## config.mk

```make
export PLATFORM = sky130hd
export DESIGN_NAME = irq_ctrl_reg
export DESIGN_NICKNAME = d
export VERILOG_FILES = /design/src/rtl/irq_ctrl_pkg.sv /design/src/rtl/irq_pin_detect.sv /design/src/rtl/irq_flag_bank.sv /design/src/rtl/irq_enable_bank.sv /design/src/rtl/irq_req_gate.sv /design/src/rtl/irq_ctrl_reg.sv
export SDC_FILE = /design/constraint.sdc
export NUM_CORES = 1
export LEC_CHECK = 0
export ABC_CLOCK_PERIOD_IN_PS = 1000
export CORE_MARGIN = 2
export CORE_UTILIZATION = 28
export DETAILED_ROUTE_END_ITERATION = 10
export PLACE_DENSITY = 0.81
export SLEW_MARGIN = 20
export SYNTH_ARGS = -nofsm -noshare
export SYNTH_HDL_FRONTEND = slang
export SYNTH_SLANG_ARGS = --single-unit
```

## constraint.sdc

```tcl
create_clock -name clk -period 1 [get_ports clk]
set_input_delay 0.2 -clock clk [delete_from_list [all_inputs] [get_ports clk]]
set_output_delay 0.2 -clock clk [all_outputs]
set_load 0.005 [all_outputs]
```

## src/rtl/irq_ctrl_pkg.sv

```systemverilog
package irq_ctrl_pkg;
   localparam int REG_W       = 8;
   localparam int NUM_FLG     = 3;
   localparam int NUM_EN      = 5;
   // enable vector index (bits 7..3 of the register)
   localparam int EN_GLB      = 4;
   localparam int EN_PER      = 3;
   localparam int EN_TMR      = 2;
   localparam int EN_EXT      = 1;
   localparam int EN_PIN      = 0;
   // flag vector index (bits 2..0 of the register)
   localparam int FL_TMR      = 2;
   localparam int FL_EXT      = 1;
   localparam int FL_PIN      = 0;
endpackage

```

## src/rtl/irq_pin_detect.sv

```systemverilog
module irq_pin_detect #(
   parameter int NPINS = 4
) (
   input  logic [NPINS-1:0] pin_chg,
   input  logic [NPINS-1:0] pin_mask,
   output logic             any_chg
);
   logic [NPINS-1:0] hit;

   generate
      for (genvar p = 0; p < NPINS; p++) begin : g_pin
         assign hit[p] = pin_chg[p] & pin_mask[p];
      end
   endgenerate

   assign any_chg = |hit;
endmodule

```

## src/rtl/irq_flag_bank.sv

```systemverilog
module irq_flag_bank #(
   parameter int N = 3
) (
   input  logic         clk,
   input  logic         rst_n,
   input  logic         wr_en,
   input  logic [N-1:0] wr_bits,
   input  logic [N-1:0] set,
   output logic [N-1:0] q
);
   generate
      for (genvar i = 0; i < N; i++) begin : g_flag
         always_ff @(posedge clk or negedge rst_n) begin
            if (!rst_n)      q[i] <= 1'b0;
            else if (set[i]) q[i] <= 1'b1;
            else if (wr_en)  q[i] <= wr_bits[i];
         end

         AST_FLAG_STICKY: assert property (@(posedge clk) disable iff (!rst_n)
            (q[i] && !wr_en) |=> q[i]);
         AST_SET_WINS: assert property (@(posedge clk) disable iff (!rst_n)
            set[i] |=> q[i]);
      end
   endgenerate
endmodule

```

## src/rtl/irq_enable_bank.sv

```systemverilog
module irq_enable_bank
   import irq_ctrl_pkg::*;
(
   input  logic              clk,
   input  logic              rst_n,
   input  logic              wr_en,
   input  logic [NUM_EN-1:0] wr_bits,
   input  logic              irq_ack,
   input  logic              irq_ret,
   output logic [NUM_EN-1:0] en_q
);
   generate
      for (genvar i = 0; i < NUM_EN; i++) begin : g_en
         if (i == EN_GLB) begin : g_glb
            always_ff @(posedge clk or negedge rst_n) begin
               if (!rst_n)       en_q[i] <= 1'b0;
               else if (irq_ack) en_q[i] <= 1'b0;
               else if (irq_ret) en_q[i] <= 1'b1;
               else if (wr_en)   en_q[i] <= wr_bits[i];
            end
         end else begin : g_plain
            always_ff @(posedge clk or negedge rst_n) begin
               if (!rst_n)     en_q[i] <= 1'b0;
               else if (wr_en) en_q[i] <= wr_bits[i];
            end
         end
      end
   endgenerate

   AST_ACK_DROP: assert property (@(posedge clk) disable iff (!rst_n)
      irq_ack |=> !en_q[EN_GLB]);
   AST_RET_RAISE: assert property (@(posedge clk) disable iff (!rst_n)
      (irq_ret && !irq_ack) |=> en_q[EN_GLB]);
endmodule

```

## src/rtl/irq_req_gate.sv

```systemverilog
module irq_req_gate
   import irq_ctrl_pkg::*;
(
   input  logic               clk,
   input  logic               rst_n,
   input  logic [NUM_EN-1:0]  en,
   input  logic [NUM_FLG-1:0] flg,
   input  logic               periph_req,
   output logic               irq_req
);
   logic core_any;
   logic per_any;

   assign core_any = (en[EN_TMR] & flg[FL_TMR]) |
                     (en[EN_EXT] & flg[FL_EXT]) |
                     (en[EN_PIN] & flg[FL_PIN]);
   assign per_any  = en[EN_PER] & periph_req;
   assign irq_req  = en[EN_GLB] & (core_any | per_any);

   AST_GLOBAL_MASK: assert property (@(posedge clk) disable iff (!rst_n)
      !en[EN_GLB] |-> !irq_req);
endmodule

```

## src/rtl/irq_ctrl_reg.sv

```systemverilog
module irq_ctrl_reg
   import irq_ctrl_pkg::*;
#(
   parameter int NPINS       = 4,
   parameter int VEC_W       = 13,
   parameter int VECTOR_ADDR = 4
) (
   input  logic             clk,
   input  logic             rst_n,
   input  logic             wr_en,
   input  logic [7:0]       wr_data,
   output logic [7:0]       rd_data,
   input  logic             tmr_roll,
   input  logic             ext_evt,
   input  logic [NPINS-1:0] pin_chg,
   input  logic [NPINS-1:0] pin_mask,
   input  logic             periph_req,
   input  logic             irq_ack,
   input  logic             irq_ret,
   output logic             irq_req,
   output logic [VEC_W-1:0] vec_addr
);
   generate
      if (NPINS < 1) begin : g_bad_pins
         $error("irq_ctrl_reg: NPINS must be at least 1");
      end
      if (VEC_W < 3 || VEC_W > 31) begin : g_bad_vw
         $error("irq_ctrl_reg: VEC_W out of range");
      end
      if (VECTOR_ADDR < 0 || VECTOR_ADDR >= (1 << VEC_W)) begin : g_bad_vec
         $error("irq_ctrl_reg: VECTOR_ADDR does not fit VEC_W");
      end
   endgenerate

   logic [NUM_EN-1:0]  en_q;
   logic [NUM_FLG-1:0] flg_q;
   logic [NUM_FLG-1:0] flg_set;
   logic               pin_any;

   irq_pin_detect #(.NPINS(NPINS)) u_pins (
      .pin_chg (pin_chg),
      .pin_mask(pin_mask),
      .any_chg (pin_any)
   );

   always_comb begin
      flg_set         = '0;
      flg_set[FL_TMR] = tmr_roll;
      flg_set[FL_EXT] = ext_evt;
      flg_set[FL_PIN] = pin_any;
   end

   irq_flag_bank #(.N(NUM_FLG)) u_flags (
      .clk    (clk),
      .rst_n  (rst_n),
      .wr_en  (wr_en),
      .wr_bits(wr_data[NUM_FLG-1:0]),
      .set    (flg_set),
      .q      (flg_q)
   );

   irq_enable_bank u_enables (
      .clk    (clk),
      .rst_n  (rst_n),
      .wr_en  (wr_en),
      .wr_bits(wr_data[REG_W-1:NUM_FLG]),
      .irq_ack(irq_ack),
      .irq_ret(irq_ret),
      .en_q   (en_q)
   );

   irq_req_gate u_gate (
      .clk       (clk),
      .rst_n     (rst_n),
      .en        (en_q),
      .flg       (flg_q),
      .periph_req(periph_req),
      .irq_req   (irq_req)
   );

   assign rd_data  = {en_q, flg_q};
   assign vec_addr = VEC_W'(VECTOR_ADDR);

   AST_ACK_KEEPS_FLAGS: assert property (@(posedge clk) disable iff (!rst_n)
      (irq_ack && !wr_en) |=> (rd_data[NUM_FLG-1:0] & $past(rd_data[NUM_FLG-1:0]))
                              == $past(rd_data[NUM_FLG-1:0]));
endmodule

```

# ---- Word level (Yosys, flattened, before mapping)
# Cells that the tools add are included.
dict set report word_totals {
  in_bits 24
  ff_bits 8
  latchBits 0
  mem_bits_rw 0
  elab_cells 34
  output_inout_bits 22
  rom_bits 0
  n_memories 0
}
dict set report classes {
  shift 0
  n_mul 0
  n_lt_le_gt_ge 0
  n_mux 9
  bitwise_logic 12
  reduce_logical 5
  n_eq_ne 0
  div_mod_pow 0
  addsub 0
}
# cell count
set ops {}
lappend ops {{$and 1x1->1} 9}
lappend ops {{$mux 1} 9}
lappend ops {{$reduce_bool 2->1} 3}
lappend ops {{$reduce_or 4->1} 1}
lappend ops {{$or 1x1->1} 3}
lappend ops {{$reduce_bool 3->1} 1}

# ---- Depth between registers and ports, before layout
dict set report depth {
  depth_word 5
  depth_mapped 3
}

# ---- Modules after synthesis
# A second synthesis with hierarchy kept.
dict set report unflattened {
  cells_unflattened 42
  hier_area_um2 456.7
}
# module cells_each area_per_inst_um2 n_inst
set modules_own_cells {}
lappend modules_own_cells {irq_enable_bank 12 188.9 1}
lappend modules_own_cells {irq_flag_bank 9 121.4 1}
lappend modules_own_cells {irq_ctrl_reg 15 105.1 1}
lappend modules_own_cells {irq_req_gate 3 22.5 1}
lappend modules_own_cells {irq_pin_detect 3 18.8 1}

# ---- Worst setup path before layout
# Ideal clock, no wire load.
dict set report synth_timing {
  kind {register to output}
  start {reg u_enables.en_q[0]}
  end {out irq_req}
  arrival_time_ns 0.659
  required_time_ns 0.800
  slack_ns 0.141
  n_path_buf 0
  stages_incl_launch_ff 3
  path_cell_list {dfrtp_1 > a22oi_1 > a21boi_0}
}
dict set report synth_via {
  elab_chain_len 4
}
# element line_no
set synth_lines {}
lappend synth_lines {{start, declared} irq_enable_bank.sv:10} ;# output logic [NUM_EN-1:0] en_q
lappend synth_lines {{start signal, assigned by index} irq_enable_bank.sv:24} ;# else if (wr_en) en_q[i] <= wr_bits[i];
lappend synth_lines {{$and 1x1->1} irq_req_gate.sv:16} ;# (en[EN_PIN] & flg[FL_PIN]);
lappend synth_lines {{$or 1x1->1} irq_req_gate.sv:15} ;# (en[EN_EXT] & flg[FL_EXT]) |
lappend synth_lines {{$or 1x1->1} irq_req_gate.sv:18} ;# assign irq_req = en[EN_GLB] & (core_any | per_any);
lappend synth_lines {{$and 1x1->1} irq_req_gate.sv:18}
lappend synth_lines {{end, declared} irq_ctrl_reg.sv:20} ;# output logic irq_req,
# No other way between the ends.

# ---- Worst setup path after layout
dict set report layout_timing {
  start {reg u_flags.q[2]}
  end {out irq_req}
}
dict set report layout_via {
  elab_chain_len 5
}
# element line_no
set layout_lines {}
lappend layout_lines {{start, declared} irq_flag_bank.sv:9} ;# output logic [N-1:0] q
lappend layout_lines {{start signal, assigned by index} irq_flag_bank.sv:16} ;# else if (wr_en) q[i] <= wr_bits[i];
lappend layout_lines {{$and 1x1->1} irq_req_gate.sv:14} ;# assign core_any = (en[EN_TMR] & flg[FL_TMR]) |
lappend layout_lines {{$or 1x1->1} irq_req_gate.sv:14}
lappend layout_lines {{$or 1x1->1} irq_req_gate.sv:15}
lappend layout_lines {{$or 1x1->1} irq_req_gate.sv:18}
lappend layout_lines {{$and 1x1->1} irq_req_gate.sv:18}
# No other way between the ends.

==> flow_summary.json <==
{
  "place_inst": 97,
  "synth_cell_types": 13,
  "synth_top_family_by_area": "buffers and inverters",
  "fin_setup_tns_ns": -0.751,
  "drv_cap": 0,
  "min_path_type": "input pin to async pin",
  "initial_core_util_pct": 30.4,
  "cts_root_buffer": "clkbuf_4",
  "syn_area_sq_um": 463,
  "grt_first_pass_wirelength_mm": 1.70,
  "dieArea_sq_um": 1990,
  "vdd_drop_max_v": 0.000598,
  "wl_per_cell_um": 11.6,
  "final.setup_skew_ns": 0,
  "clock-sinks": 8,
  "syn_area_per_cell_sq_um": 11.0,
  "fp-row-count": 14,
  "num_vias": 431,
  "first_pass_iters": 2,
  "grt-ovfl-total": 0,
  "seq_area_frac_synth_pct": 43.2,
  "leakage_nw": 0.410,
  "crit_path_start_kind": "flop",
  "slew_violations": 0,
  "setup_violations": 9,
  "status": "finished with violations",
  "fin_crit_sh_pct": 123,
  "fin_util_pct": 57.1,
  "synth-edff-count": 0,
  "yosys.area_share.simple_pct": 3.78,
  "multiInputGateArea_sq_um": 196,
  "grtUsageTotal_pct": 12.2,
  "synth_compound_area_share_pct": 13.0,
  "ant_nets": 0,
  "setup.worst_path.end_class": "output pin",
  "die_w_um": 44.7,
  "n_fill_cell": 145,
  "yosysTopAreaCellShare_pct": 43.2,
  "gp_congestion": 0.663,
  "tritoncts": "yes",
  "crit_type": "flop to output pin",
  "setup_slack_ns": -0.227,
  "reg2reg_depth": 3,
  "core_sq_um": 1520,
  "synth_seq_cells": 8,
  "grt_pass1_vias": 432,
  "antenna_found_initial": 0,
  "yosys.area_share.xor_xnor_pct": 0,
  "drc": 0,
  "async_reset_ff_share_pct": 100,
  "clock_path_buffers": 2,
  "synth_commonest_cells": "13 x buf_4, 8 x dfrtp_1, 4 x a22oi_1, 4 x mux2_2",
  "grt_max_degree": 9,
  "crit_fanout": 2,
  "min_period_ns": 1.23,
  "cts_buffers": 3,
  "die_h_um": 44.7,
  "synth_mux_area_share_pct": 14.1,
  "final_cells": 101,
  "rsz0062_at_grt": "yes",
  "dp_hpwl_um": 987,
  "portBuffers": 32,
  "power_density_nw_per_um2": 1050,
  "area_growth_pct": 87.8,
  "synthAdderAreaFrac_pct": 0,
  "wirelength_mm": 1.17,
  "clk_pin_slew_worst_paths_ns": 0.06,
  "clk_latency_ns": 0.25,
  "vias_per_cell": 4.27,
  "violations": "negative setup slack",
  "synth_ff_type": "dfrtp_1",
  "yosysWarnings": 0,
  "arrival_ns": 1.03,
  "synth_area_leader_cell": "dfrtp_1",
  "synth_area_leaders": "dfrtp_1 43%, buf_4 21%, mux2_2 9.7%",
  "io_pins": 46,
  "nets": 111,
  "drtIter0Drc": 2,
  "fmax_mhz": 815,
  "h-tree-depth": 1,
  "antenna-diode-count": 0,
  "drive_gt1_share_pct": 32.9,
  "synth_cells": 42,
  "hold_violations": 0,
  "post-synth-top-count-cell": "buf_4",
  "critical_path_required_ns": 0.80,
  "regArea_sq_um": 200
}
## worst max-delay path: stages (launching register included)
cell      delay, ns
dfrtp_1        0.38
a22oi_2        0.19
a21boi_1       0.08
buf_2          0.13
## cells in the final DEF, fill, tap and decap left out
| master | n |
|---|---|
| a211o_1 | 2 |
| a21boi_1 | 1 |
| a21oi_1 | 1 |
| a22oi_1 | 3 |
| a22oi_2 | 1 |
| buf_2 | 1 |
| buf_4 | 4 |
| buf_6 | 14 |
| clkbuf_2 | 1 |
| clkbuf_4 | 3 |
| clkdlybuf4s50_1 | 22 |
| conb_1 | 13 |
| dfrtp_1 | 8 |
| dlygate4sd2_1 | 1 |
| inv_1 | 1 |
| mux2_2 | 4 |
| mux2i_1 | 2 |
| nand3_1 | 1 |
| nor2b_1 | 2 |
## flip-flops by register name, summed over array words and instances, names as in the netlist
register / cells
u_flags.q: 3
u_enables.en_q: 5
## routing by layer
layer / global-route usage, % / vias up / routed length, um
met2: 21.2 / 25 / 618
met3: 4.08 / 4 / 109
met4: 9.09 / 0 / 30
met1: 11.8 / 195 / 409
met5: 0 / - / 0
li1: - / 207 / -
## kinds of logic (layout without fill, tap and decap cells)
logic type / Yosys count / in the layout
AO/OA/AOI/OAI: 8 / 8
AND/OR/NAND/NOR: 3 / 3
other: 2 / 13
flip-flops: 8 / 8
multiplexers: 6 / 6
buffers and inverters: 15 / 47
## area by class of cell
type	instances	share of cell area [%]
Sequential cell	8	23.0
Clock buffer	3	2.59
Inverter	1	0.432
Tap cell	16	2.30
Timing Repair Buffer	43	49.1
Multi-Input combinational cell	30	22.6
## path summary, 6_finish.rpt
path	end	slack, ns	start
min in group clk	u_flags.q[2]$_DFFE_PN0P_	0.47	wr_en
worst max register to register	u_flags.q[2]$_DFFE_PN0P_	0.03	u_flags.q[2]$_DFFE_PN0P_
worst min-delay path	u_enables.en_q[0]$_DFFE_PN0P_	0.23	rst_n
worst max-delay path	irq_req	-0.23	u_flags.q[2]$_DFFE_PN0P_
worst min register to register	u_flags.q[0]$_DFFE_PN0P_	0.62	u_flags.q[0]$_DFFE_PN0P_
max in group asynchronous	u_enables.en_q[2]$_DFFE_PN0P_	0.50	rst_n
## what timing repair did
action | CTS | global route
resized for setup | 51 | 2
hold endpoints to repair | 0 | 0
pin swaps | 2 | 0
endpoints found under the setup margin | 12 | 10
hold buffers | 0 | 0
buffers inserted | 1 | 1
## power breakdown
part | internal (mW) | switching, mW
sequential | 0.351 | 0.0206
clock | 0.137 | 0.107
combinational | 0.213 | 0.0873
total | 0.701 | 0.215
## through the flow
step | hold WS (ns) | setup WS (ns) | power (mW) | area (sq um)
floorplan | -0.0956 | 0.141 | 0.480 | 504
global placement | 0.488 | -0.576 | 0.647 | 811
detailed placement | 0.505 | -0.599 | 0.653 | 811
CTS | 0.236 | -0.242 | 0.927 | 875
global route | 0.257 | -0.270 | 0.966 | 870
finish | 0.232 | -0.227 | 0.916 | 870
No activity file was read; power rests on OpenSTA's default activity.
